### src/rtl/opd_pkg.sv
package opd_pkg;
  typedef enum logic [1:0] {SEL_REG = 2'd0, SEL_MEM = 2'd1, SEL_LIT = 2'd2} sel_e;
  typedef enum logic [1:0] {SP_KEEP = 2'd0, SP_INC = 2'd1, SP_DEC = 2'd2} spop_e;
  typedef enum logic [1:0] {AB_ZERO = 2'd0, AB_REG = 2'd1, AB_SP = 2'd2, AB_SPM1 = 2'd3} abase_e;

  localparam logic [3:0] TGT_SP = 4'd8;
  localparam logic [3:0] TGT_PC = 4'd9;
  localparam logic [3:0] TGT_EX = 4'd10;

  typedef struct packed {
    sel_e       sel;
    logic [3:0] tgt;
    logic       use_nw;
    spop_e      spop;
    abase_e     abase;
  } ctl_t;
endpackage

### src/rtl/opd_classify.sv
module opd_classify
  import opd_pkg::*;
(
  input  logic [5:0] code_i,
  output ctl_t       ctl_o
);
  always_comb begin
    ctl_o = '{sel: SEL_LIT, tgt: 4'd0, use_nw: 1'b0, spop: SP_KEEP, abase: AB_ZERO};
    if (!code_i[5]) begin
      unique case (code_i[4:3])
        2'b00: begin
          ctl_o.sel = SEL_REG;
          ctl_o.tgt = {1'b0, code_i[2:0]};
        end
        2'b01: begin
          ctl_o.sel   = SEL_MEM;
          ctl_o.abase = AB_REG;
        end
        2'b10: begin
          ctl_o.sel    = SEL_MEM;
          ctl_o.abase  = AB_REG;
          ctl_o.use_nw = 1'b1;
        end
        default: begin
          unique case (code_i[2:0])
            3'd0: begin ctl_o.sel = SEL_MEM; ctl_o.abase = AB_SP;   ctl_o.spop = SP_INC; end
            3'd1: begin ctl_o.sel = SEL_MEM; ctl_o.abase = AB_SP;   end
            3'd2: begin ctl_o.sel = SEL_MEM; ctl_o.abase = AB_SPM1; ctl_o.spop = SP_DEC; end
            3'd3: begin ctl_o.sel = SEL_REG; ctl_o.tgt = TGT_SP; end
            3'd4: begin ctl_o.sel = SEL_REG; ctl_o.tgt = TGT_PC; end
            3'd5: begin ctl_o.sel = SEL_REG; ctl_o.tgt = TGT_EX; end
            3'd6: begin ctl_o.sel = SEL_MEM; ctl_o.use_nw = 1'b1; end
            default: ctl_o.use_nw = 1'b1;  // next word as literal
          endcase
        end
      endcase
    end
  end
endmodule

### src/rtl/opd_eval.sv
module opd_eval
  import opd_pkg::*;
#(
  parameter int DW   = 16,
  parameter int NREG = 8,
  parameter int CW   = 2
) (
  input  ctl_t               ctl_i,
  input  logic [4:0]         code_lo_i,
  input  logic [NREG*DW-1:0] regs_i,
  input  logic [DW-1:0]      sp_i,
  input  logic [DW-1:0]      pc_i,
  input  logic [DW-1:0]      ex_i,
  input  logic [DW-1:0]      nw_i,
  output logic [DW-1:0]      addr_o,
  output logic [DW-1:0]      val_o,
  output logic [DW-1:0]      sp_o,
  output logic [DW-1:0]      pc_o,
  output logic [CW-1:0]      cost_o
);
  localparam int RIW = $clog2(NREG);

  logic [DW-1:0] base, idx_reg, tgt_reg, short_lit;

  assign idx_reg   = regs_i[int'(code_lo_i[RIW-1:0])*DW +: DW];
  assign tgt_reg   = regs_i[int'(ctl_i.tgt[RIW-1:0])*DW +: DW];
  assign short_lit = {{(DW-5){1'b0}}, code_lo_i};

  always_comb begin
    unique case (ctl_i.abase)
      AB_REG:  base = idx_reg;
      AB_SP:   base = sp_i;
      AB_SPM1: base = sp_i - 1'b1;
      default: base = '0;
    endcase
  end

  assign addr_o = (ctl_i.sel == SEL_MEM && ctl_i.use_nw) ? base + nw_i : base;

  always_comb begin
    if (ctl_i.sel == SEL_REG) begin
      unique case (ctl_i.tgt)
        TGT_SP:  val_o = sp_i;
        TGT_PC:  val_o = pc_i;
        TGT_EX:  val_o = ex_i;
        default: val_o = tgt_reg;
      endcase
    end else if (ctl_i.sel == SEL_LIT) begin
      val_o = ctl_i.use_nw ? nw_i : short_lit;
    end else begin
      val_o = '0;
    end
  end

  always_comb begin
    unique case (ctl_i.spop)
      SP_INC:  sp_o = sp_i + 1'b1;
      SP_DEC:  sp_o = sp_i - 1'b1;
      default: sp_o = sp_i;
    endcase
  end

  assign pc_o   = ctl_i.use_nw ? pc_i + 1'b1 : pc_i;
  assign cost_o = ctl_i.use_nw ? CW'(1) : '0;
endmodule

### src/rtl/opd_wsteer.sv
module opd_wsteer
  import opd_pkg::*;
#(
  parameter int NREG = 8
) (
  input  logic            clk_i,
  input  logic            rst_ni,
  input  logic            wr_i,
  input  logic [1:0]      sel_i,
  input  logic [3:0]      tgt_i,
  output logic [NREG-1:0] wr_gpr_o,
  output logic            wr_sp_o,
  output logic            wr_pc_o,
  output logic            wr_ex_o,
  output logic            wr_mem_o
);
  logic reg_wr;
  assign reg_wr = wr_i && (sel_i == SEL_REG);

  for (genvar g = 0; g < NREG; g++) begin : g_gpr
    assign wr_gpr_o[g] = reg_wr && (tgt_i == 4'(g));
  end

  assign wr_sp_o  = reg_wr && (tgt_i == TGT_SP);
  assign wr_pc_o  = reg_wr && (tgt_i == TGT_PC);
  assign wr_ex_o  = reg_wr && (tgt_i == TGT_EX);
  assign wr_mem_o = wr_i && (sel_i == SEL_MEM);  // literal writes fall away

  // literal targets absorb the write
  p_lit_nowr_r9: assert property (@(posedge clk_i) disable iff (!rst_ni)
    (wr_i && sel_i == SEL_LIT) |-> !(|{wr_gpr_o, wr_sp_o, wr_pc_o, wr_ex_o, wr_mem_o}));
  // never more than one destination
  p_one_wr_r9: assert property (@(posedge clk_i) disable iff (!rst_ni)
    $onehot0({wr_gpr_o, wr_sp_o, wr_pc_o, wr_ex_o, wr_mem_o}));
  // a real target always receives the write
  p_wr_live_r9: assert property (@(posedge clk_i) disable iff (!rst_ni)
    (wr_i && sel_i != SEL_LIT) |->
      $countones({wr_gpr_o, wr_sp_o, wr_pc_o, wr_ex_o, wr_mem_o}) == 1);
endmodule

### src/rtl/opd_decoder.sv
module opd_decoder
  import opd_pkg::*;
#(
  parameter int DW   = 16,
  parameter int NREG = 8,
  parameter int CW   = 2
) (
  input  logic               clk_i,
  input  logic               rst_ni,
  input  logic               dec_i,
  input  logic [5:0]         code_i,
  input  logic [NREG*DW-1:0] regs_i,
  input  logic [DW-1:0]      sp_i,
  input  logic [DW-1:0]      pc_i,
  input  logic [DW-1:0]      ex_i,
  input  logic [DW-1:0]      nw_i,
  input  logic               wr_i,
  output logic [1:0]         sel_o,
  output logic [3:0]         tgt_o,
  output logic [DW-1:0]      addr_o,
  output logic [DW-1:0]      val_o,
  output logic [DW-1:0]      sp_o,
  output logic [DW-1:0]      pc_o,
  output logic [CW-1:0]      cost_o,
  output logic [NREG-1:0]    wr_gpr_o,
  output logic               wr_sp_o,
  output logic               wr_pc_o,
  output logic               wr_ex_o,
  output logic               wr_mem_o
);
  ctl_t          ctl;
  logic [DW-1:0] addr_n, val_n, sp_n, pc_n;
  logic [CW-1:0] cost_n;

  opd_classify u_cls (.code_i(code_i), .ctl_o(ctl));

  opd_eval #(.DW(DW), .NREG(NREG), .CW(CW)) u_eval (
    .ctl_i(ctl), .code_lo_i(code_i[4:0]), .regs_i(regs_i),
    .sp_i(sp_i), .pc_i(pc_i), .ex_i(ex_i), .nw_i(nw_i),
    .addr_o(addr_n), .val_o(val_n), .sp_o(sp_n), .pc_o(pc_n), .cost_o(cost_n)
  );

  always_ff @(posedge clk_i or negedge rst_ni) begin
    if (!rst_ni) begin
      sel_o  <= SEL_LIT;
      tgt_o  <= '0;
      addr_o <= '0;
      val_o  <= '0;
      sp_o   <= '0;
      pc_o   <= '0;
      cost_o <= '0;
    end else if (dec_i) begin
      sel_o  <= ctl.sel;
      tgt_o  <= ctl.tgt;
      addr_o <= addr_n;
      val_o  <= val_n;
      sp_o   <= sp_n;
      pc_o   <= pc_n;
      cost_o <= cost_n;
    end
  end

  opd_wsteer #(.NREG(NREG)) u_wst (
    .clk_i(clk_i), .rst_ni(rst_ni), .wr_i(wr_i), .sel_i(sel_o), .tgt_i(tgt_o),
    .wr_gpr_o(wr_gpr_o), .wr_sp_o(wr_sp_o), .wr_pc_o(wr_pc_o),
    .wr_ex_o(wr_ex_o), .wr_mem_o(wr_mem_o)
  );

  logic nw_code;
  assign nw_code = (code_i[5:3] == 3'b010) || (code_i == 6'h1e) || (code_i == 6'h1f);

  p_pop_sp_r5: assert property (@(posedge clk_i) disable iff (!rst_ni)
    (dec_i && code_i == 6'h18) |=> (sp_o == $past(sp_i) + 1'b1) && (addr_o == $past(sp_i)));
  p_push_sp_r5: assert property (@(posedge clk_i) disable iff (!rst_ni)
    (dec_i && code_i == 6'h1a) |=> (sp_o == $past(sp_i) - 1'b1) && (addr_o == sp_o));
  p_nw_cost_r6: assert property (@(posedge clk_i) disable iff (!rst_ni)
    (dec_i && nw_code) |=> (cost_o == CW'(1)) && (pc_o == $past(pc_i) + 1'b1));
  p_no_nw_r8: assert property (@(posedge clk_i) disable iff (!rst_ni)
    (dec_i && !nw_code) |=> (cost_o == '0) && (pc_o == $past(pc_i)));
  p_short_lit_r7: assert property (@(posedge clk_i) disable iff (!rst_ni)
    (dec_i && code_i[5]) |=> (sel_o == SEL_LIT) &&
      (val_o == {{(DW-5){1'b0}}, $past(code_i[4:0])}));
  p_hold_r10: assert property (@(posedge clk_i) disable iff (!rst_ni)
    !dec_i |=> $stable(sel_o) && $stable(tgt_o) && $stable(addr_o) && $stable(val_o)
               && $stable(sp_o) && $stable(pc_o) && $stable(cost_o));
endmodule

### config.mk
export PLATFORM = sky130hd
export DESIGN_NAME = opd_decoder
export DESIGN_NICKNAME = d
export VERILOG_FILES = /design/src/rtl/opd_pkg.sv /design/src/rtl/opd_classify.sv /design/src/rtl/opd_eval.sv /design/src/rtl/opd_wsteer.sv /design/src/rtl/opd_decoder.sv
export SDC_FILE = /design/constraint.sdc
export NUM_CORES = 1
export LEC_CHECK = 0
export BUFFER_PORTS_ARGS = -buffer_cell sky130_fd_sc_hd__buf_2
export CORE_MARGIN = 1
export CORE_UTILIZATION = 55
export CTS_CLUSTER_DIAMETER = 100
export DETAILED_ROUTE_END_ITERATION = 10
export GPL_TIMING_DRIVEN = 1
export PLACE_DENSITY = 0.91
export SLEW_MARGIN = 20
export SYNTH_ARGS = -nofsm -noshare
export SYNTH_HDL_FRONTEND = slang
export SYNTH_SLANG_ARGS = --single-unit
export TNS_END_PERCENT = 30
### constraint.sdc
create_clock -name clk_i -period 1.85 [get_ports clk_i]
set_input_delay 0.2775 -clock clk_i [delete_from_list [all_inputs] [get_ports clk_i]]
set_output_delay 0.2775 -clock clk_i [all_outputs]
set_load 0.005 [all_outputs]
==> results.md, run 1 <==
- Post-synthesis sequential area ratio: 0.230
- DP HPWL: 31.2 mm
- Synth Net Count: 1159
- Top-count cell post-synth: a21oi_1
- I/O pins: 286
- Initial Utilization: 0.573
- Placed cells: 1556
- Commonest cells in the netlist: 88 x a21oi_1, 82 x nand2_1, 80 x nor2_1
- Status: did not finish
- Grt ovf: 404
- Synth Register Bits: 71
- Fail Step: 5_1_grt
- Yosys top cell by area: dfrtp_1
- Vias in the first global route: 15300
- CTS buffer count: 9
- Rows: 42
- RePlAce Congestion: 1.11
- Cell variety after synth: 81
- First-pass GRT wire length: 102 mm
- Die Ht: 121 µm
- Post-synth ARST share: 1.00
- Pin count of the biggest net entering global routing: 62
- Clk sinks: 71
- Post-Syn Area per Cell: 8.30 µm²
- H-tree lvl count: 3
- Number of enable flip-flop cells after synthesis: 0
- Top cell type's share of synthesized area: 0.226
- Die W: 121 µm
- Synthesis warning total: 0
- Netlist Area Pre-Place: 0.00774 mm²
- Syn Inst Count: 933
- Clk buf depth: 2
- Synth area leaders: dfrtp_1 23%, mux4_2 9.3%, mux2i_1 6.2%
- PortBufs: 284
- Root buffer cell: clkbuf_16
- Tot GR Track Use: 0.931
- Main synth FF type: dfrtp_1
- Error msg: [ERROR GRT-0116] Global routing finished with congestion. Check the congestion regions in the DRC Viewer.
-- through the flow --
| step | area (µm²) | setup slack (ns) | hold WS [ns] | util |
|---|---|---|---|---|
| floorplan | 7910 | -1.69 | -0.0181 | - |
| global placement | 11000 | -1.75 | 0.296 | 0.818 |
| detailed placement | 11000 | -1.92 | 0.302 | 0.818 |
| CTS | 12400 | -1.46 | 0.217 | 0.920 |
-- kinds of logic after synthesis --
| kind of cell | Yosys count | share of synthesized area |
|---|---|---|
| adder cells (fa/ha/maj) | 24 | 0.0397 |
| XOR/XNOR | 28 | 0.0317 |
| flip-flops | 71 | 0.230 |
| buffers and inverters | 108 | 0.0611 |
| AND/OR/NAND/NOR | 289 | 0.185 |
| AO/OA/AOI/OAI | 316 | 0.274 |
| multiplexers | 96 | 0.178 |
| other | 1 | 0.000484 |
-- per-layer routing --
layer,GRT overflow,track usage
met4,126,0.995
met1,20,0.893
met5,1,0.588
met2,241,1.05
met3,16,0.839
-- repair_timing --
action	in CTS
endpoints found under the setup margin	59
hold buffers	1
resized for setup	208
endpoints found under the hold margin	23
cloned	2
buffers inserted	29
pin swaps	81
==> run 2: changes to the inputs <==
--- a/config.mk
+++ b/config.mk
@@ -7,11 +7,10 @@
 export LEC_CHECK = 0
 export BUFFER_PORTS_ARGS = -buffer_cell sky130_fd_sc_hd__buf_2
 export CORE_MARGIN = 1
-export CORE_UTILIZATION = 55
-export CTS_CLUSTER_DIAMETER = 100
+export CORE_UTILIZATION = 40
 export DETAILED_ROUTE_END_ITERATION = 10
 export GPL_TIMING_DRIVEN = 1
-export PLACE_DENSITY = 0.91
+export PLACE_DENSITY_LB_ADDON = 0.15
 export SLEW_MARGIN = 20
 export SYNTH_ARGS = -nofsm -noshare
 export SYNTH_HDL_FRONTEND = slang
==> run 2 against run 1 <==
The flow now finishes, with violations (setup timing); synthesized area stayed put; synthesized cell count is the same.
==> results.md, run 2 <==
- Adder-cell area share of the yosys netlist: 0.0397 (unchanged)
- Vias/cell: 5.93
- Synth Area in XOR/XNOR: 0.0317 (unchanged)
- CP endpoint kind: register
- Antenna violations before repair: 4
- Final core occ: 0.700
- Synth area leaders: dfrtp_1 23%, mux4_2 9.3%, mux2i_1 6.2% (unchanged)
- Layout cells sized above 1: 0.556
- P&R area growth vs syn: 70.1%
- Post-synthesis compound-gate area fraction: 0.274 (unchanged)
- Slowest cell delay on critical path: 0.49 ns
- Post-route minimum period: 3.18 ns
- Worst Reg2Reg Path Length in Cells: 1
- Endpoints failing setup: 48
- Arr. time, crit path: 3.46 ns
- RSZ-0062 raised after global routing: true
- Antenna-violating nets left: 0
- Sequential standard cell area: 0.00178 mm²
- Drt wl/cell: 22.0 µm
- PD cells: 491 mW/mm²
- DR DRC count: 0
- Netlist Area Pre-Place: 0.00774 mm² (unchanged)
- Crit path max fanout: 4
- Number of enable flip-flop cells after synthesis: 0 (unchanged)
- Die area: 0.0199 mm²
- Synthesis warning total: 0 (unchanged)
- Simple logic cell fraction of the synthesized area: 0.185 (unchanged)
- DP HPWL: 29.8 mm (was 31.2 mm)
- CP delay by family, top: simple AND/OR/NAND/NOR gates
- Cell Chain, Critical Path: buf_6 > inv_2 > ha_4 > or3b_4 > or3_4 > nor3_4 > nand2_2 > o311ai_4 > ha_1 > a21o_1 > a21oi_2 > or4b_4 > a31o_1 > a31oi_1
- MaxCap Viol Count: 0
- Most common cell after layout, fill and taps aside: buf_4
- Highest clock rate: 0.314 GHz
- Initial Utilization: 0.411 (was 0.573)
- PortBufs: 284 (unchanged)
- Failing checks: setup timing
- Clk buf depth: 2 (unchanged)
- Vias in the first global route: 10200
- CP bufs+invs: 2
- CTS buffer count: 9 (unchanged)
- H-tree lvl count: 3 (unchanged)
- Post-synth ARST share: 1.00 (unchanged)
- Setup Total Neg Slack: -27.36 ns
- Cell variety after synth: 81 (unchanged)
- Max-slew violation count: 0
- Main synth FF type: dfrtp_1 (unchanged)
- Min-Delay Path Depth: 3
- I/O pins: 286 (unchanged)
- CTS tree: built
- Die W: 141 µm (was 121 µm)
- Kind of critical path: input pin to register
- Clk sinks: 71 (unchanged)
- RePlAce Congestion: 1.00 (was 1.11)
- CTS clk-pin slew, worst paths: 0.07 ns
- Root buffer cell: clkbuf_16 (unchanged)
- Synth Net Count: 1159 (unchanged)
- Grt ovf: 0
- Nets: 1700
- Leak pwr: 6.05 nW
- Tot GR Track Use: 0.381
- Synth Register Bits: 71 (unchanged)
- Most frequent cells in the layout: 283 x buf_4, 277 x buf_2, 79 x nand2_1, 72 x nor2_1, 70 x dfrtp_1
- Clk_skew: 0 ns
- Critical path data required time: 2.13 ns
- Commonest cells in the netlist: 88 x a21oi_1, 82 x nand2_1, 80 x nor2_1 (unchanged)
- Final hold violations: 0
- Worst hold-check path type: input pin to register
- CP Depth: 14
- Multi-input combinational cell area: 0.00634 mm²
- Final wirelength: 38.3 mm
- Setup Slack @ Placement: -1.88 ns (was -1.92 ns)
- First-pass GRT wire length: 57.3 mm
- Top-count cell post-synth: a21oi_1 (unchanged)
- Post-synthesis sequential area ratio: 0.230 (unchanged)
- Routed via count: 10300
- Post-synthesis mux area share: 0.178 (unchanged)
- Yosys top cell by area: dfrtp_1 (unchanged)
- Final worst slack: -1.33 ns
- Main combinational cell family by area after synthesis: compound AO/OA/AOI/OAI gates (unchanged)
- IR drop worst, VDD: 0.000388 V
- TritonRoute pass-1 iters: 7
- Starting DRT DRC Count: 942
- Post-Syn Area per Cell: 8.30 µm² (unchanged)
- Worst-Skew Late Latency: 0.35 ns
- CP max stage cell: or4b_4
- Rows: 50 (was 42)
- Tcrit/Tclk final: 1.72
- Status: finished, violations left (was did not finish)
- Syn Inst Count: 933 (unchanged)
- Pin count of the biggest net entering global routing: 95
- Core Footprint: 0.0188 mm²
- Die Ht: 141 µm (was 121 µm)
- Top cell type's share of synthesized area: 0.226 (unchanged)
- Fill cells: 1515
- Startpoint types: input pin
==> run 2: power by group <==
part / switching [mW] / internal (mW) / leakage (nW)
sequential: 0.0936 / 1.70 / 0.868
combinational: 1.33 / 1.33 / 5.02
clock: 0.815 / 1.20 / 0.158
total: 2.23 / 4.23 / 6.05
==> run 2: what timing repair did <==
item / 4_1_cts / 5_1_grt
buffers inserted: 34 / 13
gates cloned: 1 / 0
hold buffers: 1 / 0
endpoints found under the hold margin: 70 / 0
pin swaps: 79 / 49
setup endpoints to repair: 54 / 58
gates resized for setup: 181 / 60
==> run 2: layout make-up <==
type	count	area share
antenna	3	0.000570
clock buffer	9	0.0171
clock inverter	7	0.00798
inverter	24	0.00798
multi-input combinational	754	0.481
sequential	71	0.135
tap	260	0.0247
timing repair buffer	614	0.326
==> run 2: path summary, 6_finish.rpt <==
path	from	end	slack, ns
worst max-delay path	sp_i[1]	addr_o[15]	-1.33
worst min-delay path	nw_i[14]	val_o[14]	0.17
worst max register to register	val_o[1]	val_o[1]	0.98
worst min register to register	sp_o[10]	sp_o[10]	0.48
max in group asynchronous	rst_ni	sel_o[1]	1.04
min in group asynchronous	rst_ni	sp_o[15]	0.48
==> run 2: routing by layer <==
metal  global-route usage  part of all wire
met5                    0           0.00042
met4                0.225             0.057
met3               0.0510             0.082
met2                0.633              0.48
met1                0.473              0.38
==> run 2: kinds of logic (layout without fill, tap and decap cells) <==
family,count (synthesis),after routing
flops,71,71
buf+inv,108,654
fa+ha+maj,24,24
mux,96,96
xor+xnor,28,28
simple gates,289,289
other cells,1,4
compound gates,316,316
==> run 2: through the flow <==
| step | total power, mW | cell area (µm²) | instances | hold WS, ns |
|---|---|---|---|---|
| after floorplan | 2.82 | 7910 | 933 | -0.0181 |
| after global placement | 4.06 | 11600 | 1681 | 0.336 |
| after detailed placement | 4.08 | 11600 | 1681 | 0.337 |
| after CTS | 6.33 | 12800 | 1729 | 0.166 |
| after global routing | 6.74 | 13200 | 1742 | 0.211 |
| final | 6.47 | 13200 | 1742 | 0.174 |
(Power assumes the default switching activity.)
